--- config.mk ---
export PLATFORM = sky130hd
export DESIGN_NAME = pt_walker
export DESIGN_NICKNAME = d
export VERILOG_FILES = /design/src/rtl/pt_walker_pkg.sv /design/src/rtl/pt_entry_dec.sv /design/src/rtl/pt_addr_sel.sv /design/src/rtl/pt_walk_fsm.sv /design/src/rtl/pt_walker.sv
export SDC_FILE = /design/constraint.sdc
export NUM_CORES = 1
export LEC_CHECK = 0
export BUFFER_PORTS_ARGS = -buffer_cell sky130_fd_sc_hd__buf_2
export CAP_MARGIN = 20
export CORE_UTILIZATION = 46
export DETAILED_ROUTE_END_ITERATION = 10
export PLACE_DENSITY = 0.74
export SYNTH_ARGS = -nofsm -noshare
export SYNTH_HDL_FRONTEND = slang
export SYNTH_HIERARCHICAL = 1
export SYNTH_SLANG_ARGS = --single-unit
--- constraint.sdc ---
create_clock -name clk -period 1.9 [get_ports clk]
set_clock_uncertainty 0.15 [all_clocks]
set_input_delay 0.38 -clock clk [delete_from_list [all_inputs] [get_ports clk]]
set_output_delay 0.38 -clock clk [all_outputs]
set_load 0.005 [all_outputs]
--- src/rtl/pt_walker_pkg.sv ---
package pt_walker_pkg;

    typedef enum logic [2:0] {
        ST_IDLE   = 3'd0,
        ST_PDE_RD = 3'd1,
        ST_PDE_CK = 3'd2,
        ST_PTE_RD = 3'd3,
        ST_PTE_CK = 3'd4,
        ST_DAT_RD = 3'd5,
        ST_DAT_CK = 3'd6
    } walk_st_e;

    localparam logic [1:0] FLT_NONE = 2'b00;
    localparam logic [1:0] FLT_DIR  = 2'b01;
    localparam logic [1:0] FLT_TBL  = 2'b10;

endpackage

--- src/rtl/pt_entry_dec.sv ---
module pt_entry_dec #(
    parameter int PG_W = 7
) (
    input  logic [PG_W:0]   entry,
    output logic            ent_vld,
    output logic [PG_W-1:0] ent_pg
);
    // Valid flag is the most significant bit, page number below it.
    assign ent_vld = entry[PG_W];
    assign ent_pg  = entry[PG_W-1:0];
endmodule

--- src/rtl/pt_addr_sel.sv ---
module pt_addr_sel
    import pt_walker_pkg::*;
#(
    parameter int OFF_W = 5,
    parameter int PG_W  = 7,
    localparam int VA_W = 3 * OFF_W,
    localparam int PA_W = PG_W + OFF_W
) (
    input  walk_st_e          st,
    input  logic [PG_W-1:0]   base,
    input  logic [PG_W-1:0]   pg,
    input  logic [VA_W-1:0]   va,
    output logic              rd_en,
    output logic [PA_W-1:0]   addr
);
    logic [OFF_W-1:0] idx_dir, idx_tbl, idx_off;

    assign idx_dir = va[VA_W-1 -: OFF_W];
    assign idx_tbl = va[2*OFF_W-1 -: OFF_W];
    assign idx_off = va[OFF_W-1:0];

    always_comb begin
        rd_en = 1'b0;
        addr  = '0;
        unique case (st)
            ST_PDE_RD: begin
                rd_en = 1'b1;
                addr  = {base, idx_dir};
            end
            ST_PTE_RD: begin
                rd_en = 1'b1;
                addr  = {pg, idx_tbl};
            end
            ST_DAT_RD: begin
                rd_en = 1'b1;
                addr  = {pg, idx_off};
            end
            default: ;
        endcase
    end
endmodule

--- src/rtl/pt_walk_fsm.sv ---
module pt_walk_fsm
    import pt_walker_pkg::*;
#(
    parameter int OFF_W = 5,
    parameter int PG_W  = 7,
    localparam int VA_W = 3 * OFF_W,
    localparam int PA_W = PG_W + OFF_W,
    localparam int DW   = PG_W + 1
) (
    input  logic            clk,
    input  logic            rst_n,
    input  logic            req_valid,
    input  logic [VA_W-1:0] req_vaddr,
    input  logic [PG_W-1:0] dir_base,
    input  logic            ent_vld,
    input  logic [PG_W-1:0] ent_pg,
    input  logic [DW-1:0]   mem_rdata,
    output walk_st_e        st_q,
    output logic [VA_W-1:0] va_q,
    output logic [PG_W-1:0] base_q,
    output logic [PG_W-1:0] pg_q,
    output logic            done_q,
    output logic [1:0]      fault_q,
    output logic [PA_W-1:0] paddr_q,
    output logic [DW-1:0]   data_q
);
    typedef struct packed {
        walk_st_e        st;
        logic [VA_W-1:0] va;
        logic [PG_W-1:0] base;
        logic [PG_W-1:0] pg;
        logic            done;
        logic [1:0]      fault;
        logic [PA_W-1:0] paddr;
        logic [DW-1:0]   data;
    } walk_t;

    walk_t r_d, r_q;

    always_comb begin
        r_d      = r_q;
        r_d.done = 1'b0;
        unique case (r_q.st)
            ST_IDLE: begin
                if (req_valid) begin
                    r_d.st   = ST_PDE_RD;
                    r_d.va   = req_vaddr;
                    r_d.base = dir_base;
                end
            end
            ST_PDE_RD: r_d.st = ST_PDE_CK;
            ST_PDE_CK: begin
                if (ent_vld) begin
                    r_d.pg = ent_pg;
                    r_d.st = ST_PTE_RD;
                end else begin
                    r_d.st    = ST_IDLE;
                    r_d.done  = 1'b1;
                    r_d.fault = FLT_DIR;
                    r_d.paddr = '0;
                    r_d.data  = '0;
                end
            end
            ST_PTE_RD: r_d.st = ST_PTE_CK;
            ST_PTE_CK: begin
                if (ent_vld) begin
                    r_d.pg = ent_pg;
                    r_d.st = ST_DAT_RD;
                end else begin
                    r_d.st    = ST_IDLE;
                    r_d.done  = 1'b1;
                    r_d.fault = FLT_TBL;
                    r_d.paddr = '0;
                    r_d.data  = '0;
                end
            end
            ST_DAT_RD: r_d.st = ST_DAT_CK;
            ST_DAT_CK: begin
                r_d.st    = ST_IDLE;
                r_d.done  = 1'b1;
                r_d.fault = FLT_NONE;
                r_d.paddr = {r_q.pg, r_q.va[OFF_W-1:0]};
                r_d.data  = mem_rdata;
            end
            default: r_d.st = ST_IDLE;
        endcase
    end

    always_ff @(posedge clk or negedge rst_n) begin
        if (!rst_n) begin
            r_q <= '0;
        end else begin
            r_q <= r_d;
        end
    end

    assign st_q    = r_q.st;
    assign va_q    = r_q.va;
    assign base_q  = r_q.base;
    assign pg_q    = r_q.pg;
    assign done_q  = r_q.done;
    assign fault_q = r_q.fault;
    assign paddr_q = r_q.paddr;
    assign data_q  = r_q.data;
endmodule

--- src/rtl/pt_walker.sv ---
module pt_walker
    import pt_walker_pkg::*;
#(
    parameter int OFF_W = 5,
    parameter int PG_W  = 7,
    localparam int VA_W = 3 * OFF_W,
    localparam int PA_W = PG_W + OFF_W,
    localparam int DW   = PG_W + 1
) (
    input  logic            clk,
    input  logic            rst_n,
    input  logic [PG_W-1:0] dir_base,
    input  logic            req_valid,
    input  logic [VA_W-1:0] req_vaddr,
    output logic            mem_rd_en,
    output logic [PA_W-1:0] mem_addr,
    input  logic [DW-1:0]   mem_rdata,
    output logic            busy,
    output logic            done,
    output logic [1:0]      fault,
    output logic [PA_W-1:0] paddr,
    output logic [DW-1:0]   rdata
);
    walk_st_e        st_q;
    logic [VA_W-1:0] va_q;
    logic [PG_W-1:0] base_q;
    logic [PG_W-1:0] pg_q;
    logic            ent_vld;
    logic [PG_W-1:0] ent_pg;

    pt_entry_dec #(.PG_W(PG_W)) u_dec (
        .entry   (mem_rdata),
        .ent_vld (ent_vld),
        .ent_pg  (ent_pg)
    );

    pt_walk_fsm #(.OFF_W(OFF_W), .PG_W(PG_W)) u_fsm (
        .clk       (clk),
        .rst_n     (rst_n),
        .req_valid (req_valid),
        .req_vaddr (req_vaddr),
        .dir_base  (dir_base),
        .ent_vld   (ent_vld),
        .ent_pg    (ent_pg),
        .mem_rdata (mem_rdata),
        .st_q      (st_q),
        .va_q      (va_q),
        .base_q    (base_q),
        .pg_q      (pg_q),
        .done_q    (done),
        .fault_q   (fault),
        .paddr_q   (paddr),
        .data_q    (rdata)
    );

    pt_addr_sel #(.OFF_W(OFF_W), .PG_W(PG_W)) u_sel (
        .st    (st_q),
        .base  (base_q),
        .pg    (pg_q),
        .va    (va_q),
        .rd_en (mem_rd_en),
        .addr  (mem_addr)
    );

    assign busy = (st_q != ST_IDLE);
endmodule

==> results of run 1 <==
==> area by class of cell <==
| cell class | instances | share of cell area, % |
|---|---|---|
| clock buffer | 6 | 2.610 |
| multi-input combinational | 121 | 33.49 |
| inverter | 2 | 0.2372 |
| sequential | 55 | 43.61 |
| tap | 72 | 2.847 |
| timing repair buffer | 88 | 16.69 |
| clock inverter | 2 | 0.5140 |
==> cell usage after synthesis (3+ instances only) <==
master	instances	share of area, %
dfrtp_1	55	53
and2_1	12	2.9
mux2_2	22	9.5
nand2b_1	3	0.72
mux2_4	7	4.0
buf_6	5	2.1
buf_4	8	2.3
o21ai_0	7	1.3
buf_2	5	0.96
o21ai_1	7	1.3
a22o_1	20	6.7
mux2i_1	12	4.6
nand3b_1	12	3.4
==> metal layers <==
metal / wire [µm] / global-route usage (%) / part of all wire, %
met5: 0 / 0 / 0
met4: 102 / 7.736 / 2.1
met3: 175 / 3.765 / 3.5
met2: 2392 / 29.12 / 48
met1: 2288 / 24.31 / 46
==> worst paths after layout <==
check	start	to	slack [ns]	cells after the start
worst max-delay path	u_fsm/st_q[2]$_DFFE_PN0P_	mem_addr[7]	-0.09	5
worst min-delay path	req_vaddr[9]	u_fsm/va_q[9]$_DFFE_PN0P_	0.15	2
worst max register to register	u_fsm/st_q[2]$_DFFE_PN0P_	u_fsm/va_q[13]$_DFFE_PN0P_	0.10	5
worst min register to register	u_fsm/data_q[4]$_DFFE_PN0P_	u_fsm/data_q[4]$_DFFE_PN0P_	0.35	1
max in group asynchronous	rst_n	u_fsm/st_q[0]$_DFFE_PN0P_	0.90	3
min in group asynchronous	rst_n	u_fsm/data_q[7]$_DFFE_PN0P_	0.44	3
==> logic make-up (layout without fill, tap and decap cells) <==
logic type             count (synthesis)  count (layout)  synth area share, %
DFF                                   55              55                52.56
AOI/OAI and AO/OA                     44              44                12.33
muxes                                 41              41                18.06
and+or+nand+nor                       36              36                10.03
buffers and inverters                 24              98                7.024
==> through the flow <==
step	total power (µW)	utilization, %
2_1_floorplan	3634	-
3_3_place_gp	4278	54.58
3_5_place_dp	4340	54.58
4_1_cts	5123	57.44
5_1_grt	5485	57.46
6_report	5071	57.46
==> state kept, by name, indices dropped and copies added, names as in the netlist <==
signal	cells
u_fsm/st_q	3
u_fsm/paddr_q	12
u_fsm/va_q	15
u_fsm/data_q	8
u_fsm/done_q	1
u_fsm/fault_q	2
u_fsm/pg_q	7
u_fsm/base_q	7
==> layout by cell type, fill, tap and decap left out <==
cell / instances
a211oi_1: 2
nand2b_1: 3
nor2_1: 1
a21boi_1: 1
dlygate4sd3_1: 1
nand2b_4: 1
nand2_1: 1
buf_12: 3
mux2_2: 22
or3_1: 1
o22ai_1: 2
o21ai_0: 4
a21oi_4: 1
inv_1: 2
o211ai_1: 1
buf_2: 69
o21ai_1: 10
clkbuf_8: 6
buf_4: 15
nand3b_1: 12
a22o_1: 20
dfrtp_1: 52
dfrtp_2: 3
a21oi_1: 2
clkinvlp_4: 1
mux2_4: 7
and2_1: 12
clkinv_4: 1
o2bb2ai_1: 1
nor2b_4: 1
and3_2: 1
mux2i_1: 12
nor3b_4: 1
nor2b_1: 2
==> power breakdown <==
group / internal (µW) / switching [µW] / leakage [µW]
Sequential: 1710 / 359 / 0.000679
Clock: 298 / 378 / 0.0000474
Combinational: 1370 / 960 / 0.000794
Total: 3370 / 1700 / 0.00152
==> what timing repair did <==
| action | 4_1_cts | 5_1_grt |
|---|---|---|
| pin swaps | 1 | 0 |
| setup endpoints to repair | 13 | 18 |
| endpoints found under the hold margin | 55 | 0 |
| hold buffers | 1 | 0 |
| resized for setup | 6 | 2 |
| buffers inserted | 6 | 0 |
==> results.sh, run 1 <==
export IMPL_synth_edf_count=0
export IMPL_final_cells=346
export IMPL_dr_pass1_iters=4
export IMPL_synthDistinctLibCells=32
export IMPL_power_density_nw_per_um2=1603
export IMPL_place_congestion=0.7226
export IMPL_cpMaxStageDelayCell="dfrtp_2"
export IMPL_dieArea_um2=5999
export IMPL_syn_cell_area_um2=2619
export IMPL_power_leakage_uw=0.001521
export IMPL_setup_worst_path_class="reg2out"
export IMPL_rows=27
export IMPL_dpl_cell_area_um2=3005
export IMPL_cts_tree="done"
export IMPL_fin_crit_sh_pct=104.9
export IMPL_worst_slew_pin_slew_ns=0.3718
export IMPL_hpwl_um=3509
export IMPL_max_vdd_ir_drop_v=0.0006044
export IMPL_finalWirelength_um=4958
export IMPL_antenna_found_initial=0
export IMPL_diodes=0
export IMPL_rsz0062_at_grt="yes"
export IMPL_core_area_um2=5507
export IMPL_vias=1750
export IMPL_yosys_warnings=6
export IMPL_final_layout_size_suffix_gt1_share_pct=48.18
export IMPL_synth_nets=233
export IMPL_ys_seq_elements=55
export IMPL_fin_setup_tns_ns=-0.6651
export IMPL_final_nets=306
export IMPL_grt_pass1_vias=1790
export IMPL_slew_limit_headroom_pct=75.16
export IMPL_hold_viol_final=0
export IMPL_htreeDepth=2
export IMPL_antenna_left=0
export IMPL_globalRouteOverflowTotal=0
export IMPL_crit_chain="buf_12 -> mux2i_1 -> o21ai_1 -> and2_1 -> buf_2"
export IMPL_wire_per_inst_um=14.33
export IMPL_synthCells=200
export IMPL_final_cell_area_um2=3164
export IMPL_seqCellArea_um2=1380
export IMPL_grt_max_degree=56
export IMPL_area_growth_synth_to_final_pct=20.83
export IMPL_dr_first_iter_drc_count=97
export IMPL_arrival_ns=1.46
export IMPL_violations="setup timing"
export IMPL_portBuffers=69
export IMPL_fp_dieH_um=77.45
export IMPL_cts_sinks=55
export IMPL_cts_clk_slew_worst_paths_ns=0.09
export IMPL_whs_ns=0.1489
export IMPL_hp_class="in2reg"
export IMPL_status="complete, but fails checks"
export IMPL_slowest_delay_ns=0.42
export IMPL_yosysSeqAreaShare_pct=52.56
export IMPL_synthFlopType="dfrtp_1"
export IMPL_cp_required_ns=1.37
export IMPL_remaining_drc_errors=0
export IMPL_maxSlewViolCount=0
export IMPL_layout_min_cycle_time_ns=1.992
export IMPL_die_width_um=77.45
export IMPL_grt_first_pass_wirelength_um=8562
export IMPL_worstSetupStartpointType="flip-flop"
export IMPL_fill_cells=455
export IMPL_clk_path_buf_depth=2
export IMPL_layout_setup_ws_ns=-0.09247
export IMPL_initial_utilization_pct=47.56
export IMPL_async_flop_share_pct=100.0
export IMPL_end_kind="primary output"
export IMPL_worstPathMaxFanout=19
export IMPL_viasPerCell=5.058
export IMPL_dp_slack_ns=0.1260
export IMPL_place_inst=331
export IMPL_fmax_ghz=0.5019
export IMPL_path_delay_family="flip-flops"
export IMPL_maxCapViolations=0
export IMPL_io_pin_count=70
export IMPL_worstSkewPairLatency_ns=0.30
export IMPL_clockRootBuffer="clkbuf_8"
export IMPL_setup_viol=13
export IMPL_syn_avg_cell_area_um2=13.09
export IMPL_crit_buf_inv=2
export IMPL_multi_input_area_um2=1060
export IMPL_cts_made_buffers=5
export IMPL_grtUsageTotal_pct=18.33
No activity file was read; power rests on OpenSTA's default activity.
==> run 2: changes to the inputs <==
Settings changed: PLACE_DENSITY 0.74 to 0.71.
==> run 2 against run 1 <==
  * The flow still finishes with violations (setup timing)
  * Combinational power grew 2%
  * Final area grew 0.12%
  * Maximum frequency shrank 0.50%
  * Non-clock buffer count grew 1
  * Sequential power is essentially flat
==> results.sh, run 2 (synthesized netlist as in run 1, its figures left out) <==
export IMPL_clockRootBuffer="clkbuf_8"
export IMPL_wl_met2_um=2720
export IMPL_final_cell_area_um2=3168
export IMPL_wire_per_inst_um=15.50
export IMPL_worstSetupStartpointType="flip-flop"
export IMPL_reg2reg_depth=5
export IMPL_whs_endpoint="u_fsm/va_q[7]$_DFFE_PN0P_"
export IMPL_fp_dieH_um=77.45
export IMPL_final_cells=345
export IMPL_largest_reg_flops=15
export IMPL_final_common_cell="buf_2"
export IMPL_initial_utilization_pct=47.56
export IMPL_rr_endpoint="u_fsm/pg_q[4]$_DFFE_PN0P_"
export IMPL_cts_made_buffers=5
export IMPL_slew_limit_headroom_pct=73.31
export IMPL_grt_pass1_vias=1736
export IMPL_setup_viol=13
export IMPL_hold_start="req_vaddr[7]"
export IMPL_dr_first_iter_drc_count=80
export IMPL_worstPathMaxFanout=13
export IMPL_place_congestion=0.7367
export IMPL_max_vdd_ir_drop_v=0.0007127
export IMPL_cts_sinks=55
export IMPL_area_growth_synth_to_final_pct=20.97
export IMPL_htreeDepth=2
export IMPL_worst_slew_pin_slew_ns=0.4003
export IMPL_layout_min_cycle_time_ns=2.002
export IMPL_worstSkewPairLatency_ns=0.30
export IMPL_rrSetupSlack_ns=0.06
export IMPL_hp_class="in2reg"
export IMPL_routed_top_layer="met3"
export IMPL_grt_first_pass_wirelength_um=8487
export IMPL_timing_rr_start="u_fsm/st_q[2]$_DFFE_PN0P_"
export IMPL_violations="setup timing"
export IMPL_dr_pass1_iters=4
export IMPL_antenna_left=0
export IMPL_maxSlewViolCount=0
export IMPL_end_kind="primary output"
export IMPL_met3_length_um=284
export IMPL_fin_crit_sh_pct=105.4
export IMPL_dpl_cell_area_um2=3005
export IMPL_clk_path_buf_depth=2
export IMPL_place_inst=331
export IMPL_dieArea_um2=5999
export IMPL_power_leakage_uw=0.001520
export IMPL_most_common_layout_cells="70 x buf_2, 52 x dfrtp_1, 22 x mux2_2"
export IMPL_cts_clk_slew_worst_paths_ns=0.10
export IMPL_rsz0062_at_grt="yes"
export IMPL_diodes=0
export IMPL_fmax_ghz=0.4994
export IMPL_cp_required_ns=1.37
export IMPL_core_area_um2=5507
export IMPL_hpwl_um=3634
export IMPL_io_pin_count=70
export IMPL_final_nets=307
export IMPL_maxCapViolations=0
export IMPL_setup_worst_path_class="reg2out"
export IMPL_holdPathStages=2
export IMPL_antenna_found_initial=0
export IMPL_finalWirelength_um=5347
export IMPL_portBuffers=69
export IMPL_die_width_um=77.45
export IMPL_hold_viol_final=0
export IMPL_cts_tree="done"
export IMPL_power_density_nw_per_um2=1600
export IMPL_grt_max_degree=56
export IMPL_layout_setup_ws_ns=-0.1024
export IMPL_remaining_drc_errors=0
export IMPL_wl_met1_um=2342
export IMPL_viasPerCell=5.217
export IMPL_grtUsageTotal_pct=18.14
export IMPL_globalRouteOverflowTotal=0
export IMPL_arrival_ns=1.47
export IMPL_status="complete, but fails checks"
export IMPL_rows=27
export IMPL_final_layout_size_suffix_gt1_share_pct=47.99
export IMPL_vias=1800
run 2: layer usage:
metal,up-vias,track usage (%)
li1,855,-
met4,0,4.340
met2,46,29.03
met1,899,24.75
met3,0,4.471
met5,-,0
run 2: area by class of cell:
type,count,area (µm²)
Sequential cell,55,1380
Timing Repair Buffer,89,554.3
Clock inverter,1,7.507
Fill cell,480,2338
Inverter,2,7.507
Clock buffer,5,68.82
Multi-Input combinational cell,121,1060
Tap cell,72,90.09
run 2: what timing repair did:
action | 4_1_cts | 5_1_grt
gates resized for setup | 6 | 4
setup buffers | 1 | 4
gates cloned | 0 | 2
endpoints found under the hold margin | 55 | 0
pin swaps | 1 | 5
setup endpoints to repair | 14 | 13
hold buffers | 1 | 0
run 2: how the worst max path moves through the flow:
stage | startpoint | to | slack [ns] | cells past startpoint
floorplan | u_fsm/st_q[1]$_DFFE_PN0P_ | u_fsm/base_q[1]$_DFFE_PN0P_ | 0.18 | 5
global placement | u_fsm/st_q[0]$_DFFE_PN0P_ | u_fsm/data_q[7]$_DFFE_PN0P_ | 0.15 | 3
detailed placement | u_fsm/st_q[1]$_DFFE_PN0P_ | u_fsm/data_q[6]$_DFFE_PN0P_ | 0.13 | 2
CTS | u_fsm/st_q[2]$_DFFE_PN0P_ | mem_addr[2] | -0.11 | 5
global route | u_fsm/st_q[2]$_DFFE_PN0P_ | mem_addr[9] | -0.18 | 5
finish | u_fsm/st_q[2]$_DFFE_PN0P_ | mem_addr[2] | -0.10 | 5
run 2: stage by stage:
stage          total power (µW)  hold slack (ns)  setup TNS [ns]  setup slack, ns  utilization (%)
2_1_floorplan              3634         -0.06559               0           0.1785                -
3_3_place_gp               4285           0.2479               0           0.1501            54.58
3_5_place_dp               4364           0.2558               0           0.1277            54.58
4_1_cts                    4999           0.1503         -0.9995          -0.1101            56.33
5_1_grt                    5435           0.1493          -1.848          -0.1811            57.53
6_report                   5067           0.1553         -0.7746          -0.1024            57.53
run 2: where the power goes:
part           switching (µW)  internal, µW  total, µW
clock network             358           246        604
registers                 390          1710       2100
logic                     961          1410       2370
total                    1710          3360       5070
run 2: critical path, stage by stage (launching register included):
cell and delay, ns:
dfrtp_2 0.45, buf_12 0.16, mux2i_1 0.22, o21ai_1 0.07, and2_1 0.15, buf_2 0.12
==> run 3: changes to the inputs <==
Settings changed: PLACE_DENSITY 0.71 to 0.72, SYNTH_HIERARCHICAL 1 to unset.
==> run 3 against run 2 <==
  * The flow still finishes with violations (setup timing)
  * Sequential cell count unchanged
  * Synthesized cell count fell by 4.0%
  * Die area is 5.3% lower
  * Synthesized area down 5.5%
  * Utilization increased by 5.0 points
  * Highest routed layer is now met4
  * Clock power up 49%
==> results.sh, run 3 <==
export IMPL_dr_first_iter_drc_count=86
export IMPL_synthFlopType="dfrtp_1"
export IMPL_yosys_warnings=0
export IMPL_power_leakage_uw=0.001565
export IMPL_remaining_drc_errors=0
export IMPL_rsz0062_at_grt="yes"
export IMPL_cts_made_buffers=5
export IMPL_htreeDepth=2
export IMPL_async_flop_share_pct=100.0
export IMPL_hp_class="in2reg"
export IMPL_crit_start="u_fsm.st_q[2]$_DFFE_PN0P_"
export IMPL_diodes=0
export IMPL_syn_avg_cell_area_um2=12.89
export IMPL_setup_worst_path_class="reg2out"
export IMPL_violations="setup timing"
export IMPL_area_growth_synth_to_final_pct=29.93
export IMPL_whs_ns=0.1446
export IMPL_power_density_nw_per_um2=1660
export IMPL_arrival_ns=1.53
export IMPL_synthCells=192
export IMPL_final_layout_size_suffix_gt1_share_pct=53.24
export IMPL_io_pin_count=70
export IMPL_cpMaxStageDelayCell="dfrtp_2"
export IMPL_dieArea_um2=5678
export IMPL_synthSimpleGateAreaFrac_pct=7.230
export IMPL_cts_tree="done"
export IMPL_layout_min_cycle_time_ns=2.056
export IMPL_dr_pass1_iters=4
export IMPL_fin_crit_sh_pct=108.2
export IMPL_synth_mux_area_share_pct=18.45
export IMPL_final_cells=348
export IMPL_final_nets=310
export IMPL_viasPerCell=5.241
export IMPL_yosysMostFrequentCell="dfrtp_1"
export IMPL_cp_required_ns=1.37
export IMPL_worstSkewPairLatency_ns=0.30
export IMPL_cts_clk_slew_worst_paths_ns=0.10
export IMPL_hpwl_um=3709
export IMPL_place_inst=330
export IMPL_hold_viol_final=0
export IMPL_cts_sinks=55
export IMPL_largest_reg_flops=15
export IMPL_final_util_pct=62.56
export IMPL_timing_rr_start="u_fsm.st_q[2]$_DFFE_PN0P_"
export IMPL_synth_top_area_share_pct=55.61
export IMPL_portBuffers=69
export IMPL_fmax_ghz=0.4863
export IMPL_synthAdderAreaFrac_pct=0
export IMPL_synth_xor_area_share_pct=0.6572
export IMPL_worst_slew_pin_slew_ns=0.7716
export IMPL_most_common_layout_cells="69 x buf_2, 52 x dfrtp_1, 29 x mux2_2"
export IMPL_grt_first_pass_wirelength_um=8535
export IMPL_place_congestion=0.7666
export IMPL_antenna_left=0
export IMPL_worstSetupStartpointType="flip-flop"
export IMPL_grtUsageTotal_pct=20.27
export IMPL_crit_chain="buf_6 -> mux2i_2 -> a2bb2oi_2 -> nor2_1 -> buf_2"
export IMPL_synth_nets=225
export IMPL_crit_end="mem_addr[5]"
export IMPL_end_kind="primary output"
export IMPL_yosys_area_top_type="dfrtp_1"
export IMPL_slowest_delay_ns=0.44
export IMPL_slew_limit_headroom_pct=48.56
export IMPL_fin_setup_tns_ns=-1.316
export IMPL_synth_edf_count=0
export IMPL_maxCapViolations=0
export IMPL_die_width_um=75.35
export IMPL_yosys_top_cells_count="55 x dfrtp_1, 29 x mux2_2, 19 x a22o_1"
export IMPL_status="complete, but fails checks"
export IMPL_wire_per_inst_um=15.49
export IMPL_rr_endpoint="u_fsm.base_q[2]$_DFFE_PN0P_"
export IMPL_setup_viol=13
export IMPL_yosysSeqAreaShare_pct=55.61
export IMPL_synth_area_leaders="dfrtp_1 56%, mux2_2 13%, a22o_1 6.7%"
export IMPL_rrSetupSlack_ns=0.10
export IMPL_grt_max_degree=56
export IMPL_finalWirelength_um=5392
export IMPL_max_vdd_ir_drop_v=0.0008946
export IMPL_holdPathStages=2
export IMPL_antenna_found_initial=0
export IMPL_final_common_cell="buf_2"
export IMPL_worstPathMaxFanout=7
export IMPL_globalRouteOverflowTotal=0
export IMPL_syn_cell_area_um2=2475
export IMPL_core_area_um2=5140
export IMPL_dp_slack_ns=0.07026
export IMPL_fp_dieH_um=75.35
export IMPL_grt_pass1_vias=1816
export IMPL_layout_setup_ws_ns=-0.1564
export IMPL_ys_seq_elements=55
export IMPL_rows=26
export IMPL_synth_top_family_by_area="multiplexers"
export IMPL_vias=1824
export IMPL_clockRootBuffer="clkbuf_8"
export IMPL_reg2reg_depth=5
export IMPL_synth_compound_area_share_pct=13.45
export IMPL_maxSlewViolCount=0
export IMPL_clk_path_buf_depth=2
export IMPL_synthDistinctLibCells=24
export IMPL_initial_utilization_pct=48.15
[run 3: logic make-up (layout without fill, tap and decap cells)]
kind of cell / after synthesis / in the layout
AND/OR/NAND/NOR: 31 / 31
buffers and inverters: 18 / 104
multiplexers: 42 / 42
XOR/XNOR: 1 / 1
flip-flops: 55 / 55
AO/OA/AOI/OAI: 45 / 45
[run 3: power by group]
part           switching (µW)  total (µW)  internal [µW]
Clock                     374         901            527
Sequential                389        2090           1700
Combinational             972        2340           1370
[run 3: per-stage QoR]
| stage | power, µW | cell area (µm²) |
|---|---|---|
| finish | 5338 | 3216 |
| global route | 5690 | 3216 |
| CTS | 5235 | 3151 |
| detailed placement | 4184 | 2935 |
| global placement | 4093 | 2935 |
| floorplan | 3436 | 2475 |
[run 3: worst min-delay path by stage]
stage,from,to,slack [ns]
2_1_floorplan,rst_n,u_fsm.base_q[0]$_DFFE_PN0P_,-0.07
3_3_place_gp,rst_n,u_fsm.data_q[4]$_DFFE_PN0P_,0.25
3_5_place_dp,rst_n,u_fsm.data_q[3]$_DFFE_PN0P_,0.25
4_1_cts,req_vaddr[5],u_fsm.va_q[5]$_DFFE_PN0P_,0.14
5_1_grt,dir_base[3],u_fsm.base_q[3]$_DFFE_PN0P_,0.13
6_report,req_vaddr[5],u_fsm.va_q[5]$_DFFE_PN0P_,0.14
[run 3: repair_timing]
item / 4_1_cts / 5_1_grt
setup endpoints to repair: 14 / 14
pin swaps: 9 / 8
gates resized for setup: 17 / 6
hold endpoints to repair: 55 / 0
hold buffers: 1 / 0
setup buffers: 3 / 6
[run 3: final cells by class]
class / instances / area, µm²
Tap cell: 70 / 87.58
Clock buffer: 6 / 72.57
Fill cell: 446 / 1924
Clock inverter: 2 / 60.06
Sequential cell: 55 / 1380
Multi-Input combinational cell: 119 / 1026
Timing Repair Buffer: 93 / 575.6
Inverter: 3 / 13.76
[run 3: critical path: cells and delay by family, from the launching register on]
kind	cells	cell delay, ns
muxes	1	0.25
buffers and inverters	2	0.30
DFF	1	0.44
AOI/OAI and AO/OA	1	0.16
and+or+nand+nor	1	0.07
[run 3: metal layers]
metal	track usage (%)	part of all wire [%]
met3	5.291	4.5
met5	0	0
met1	25.61	44
met2	34.92	50
met4	5.144	1.4
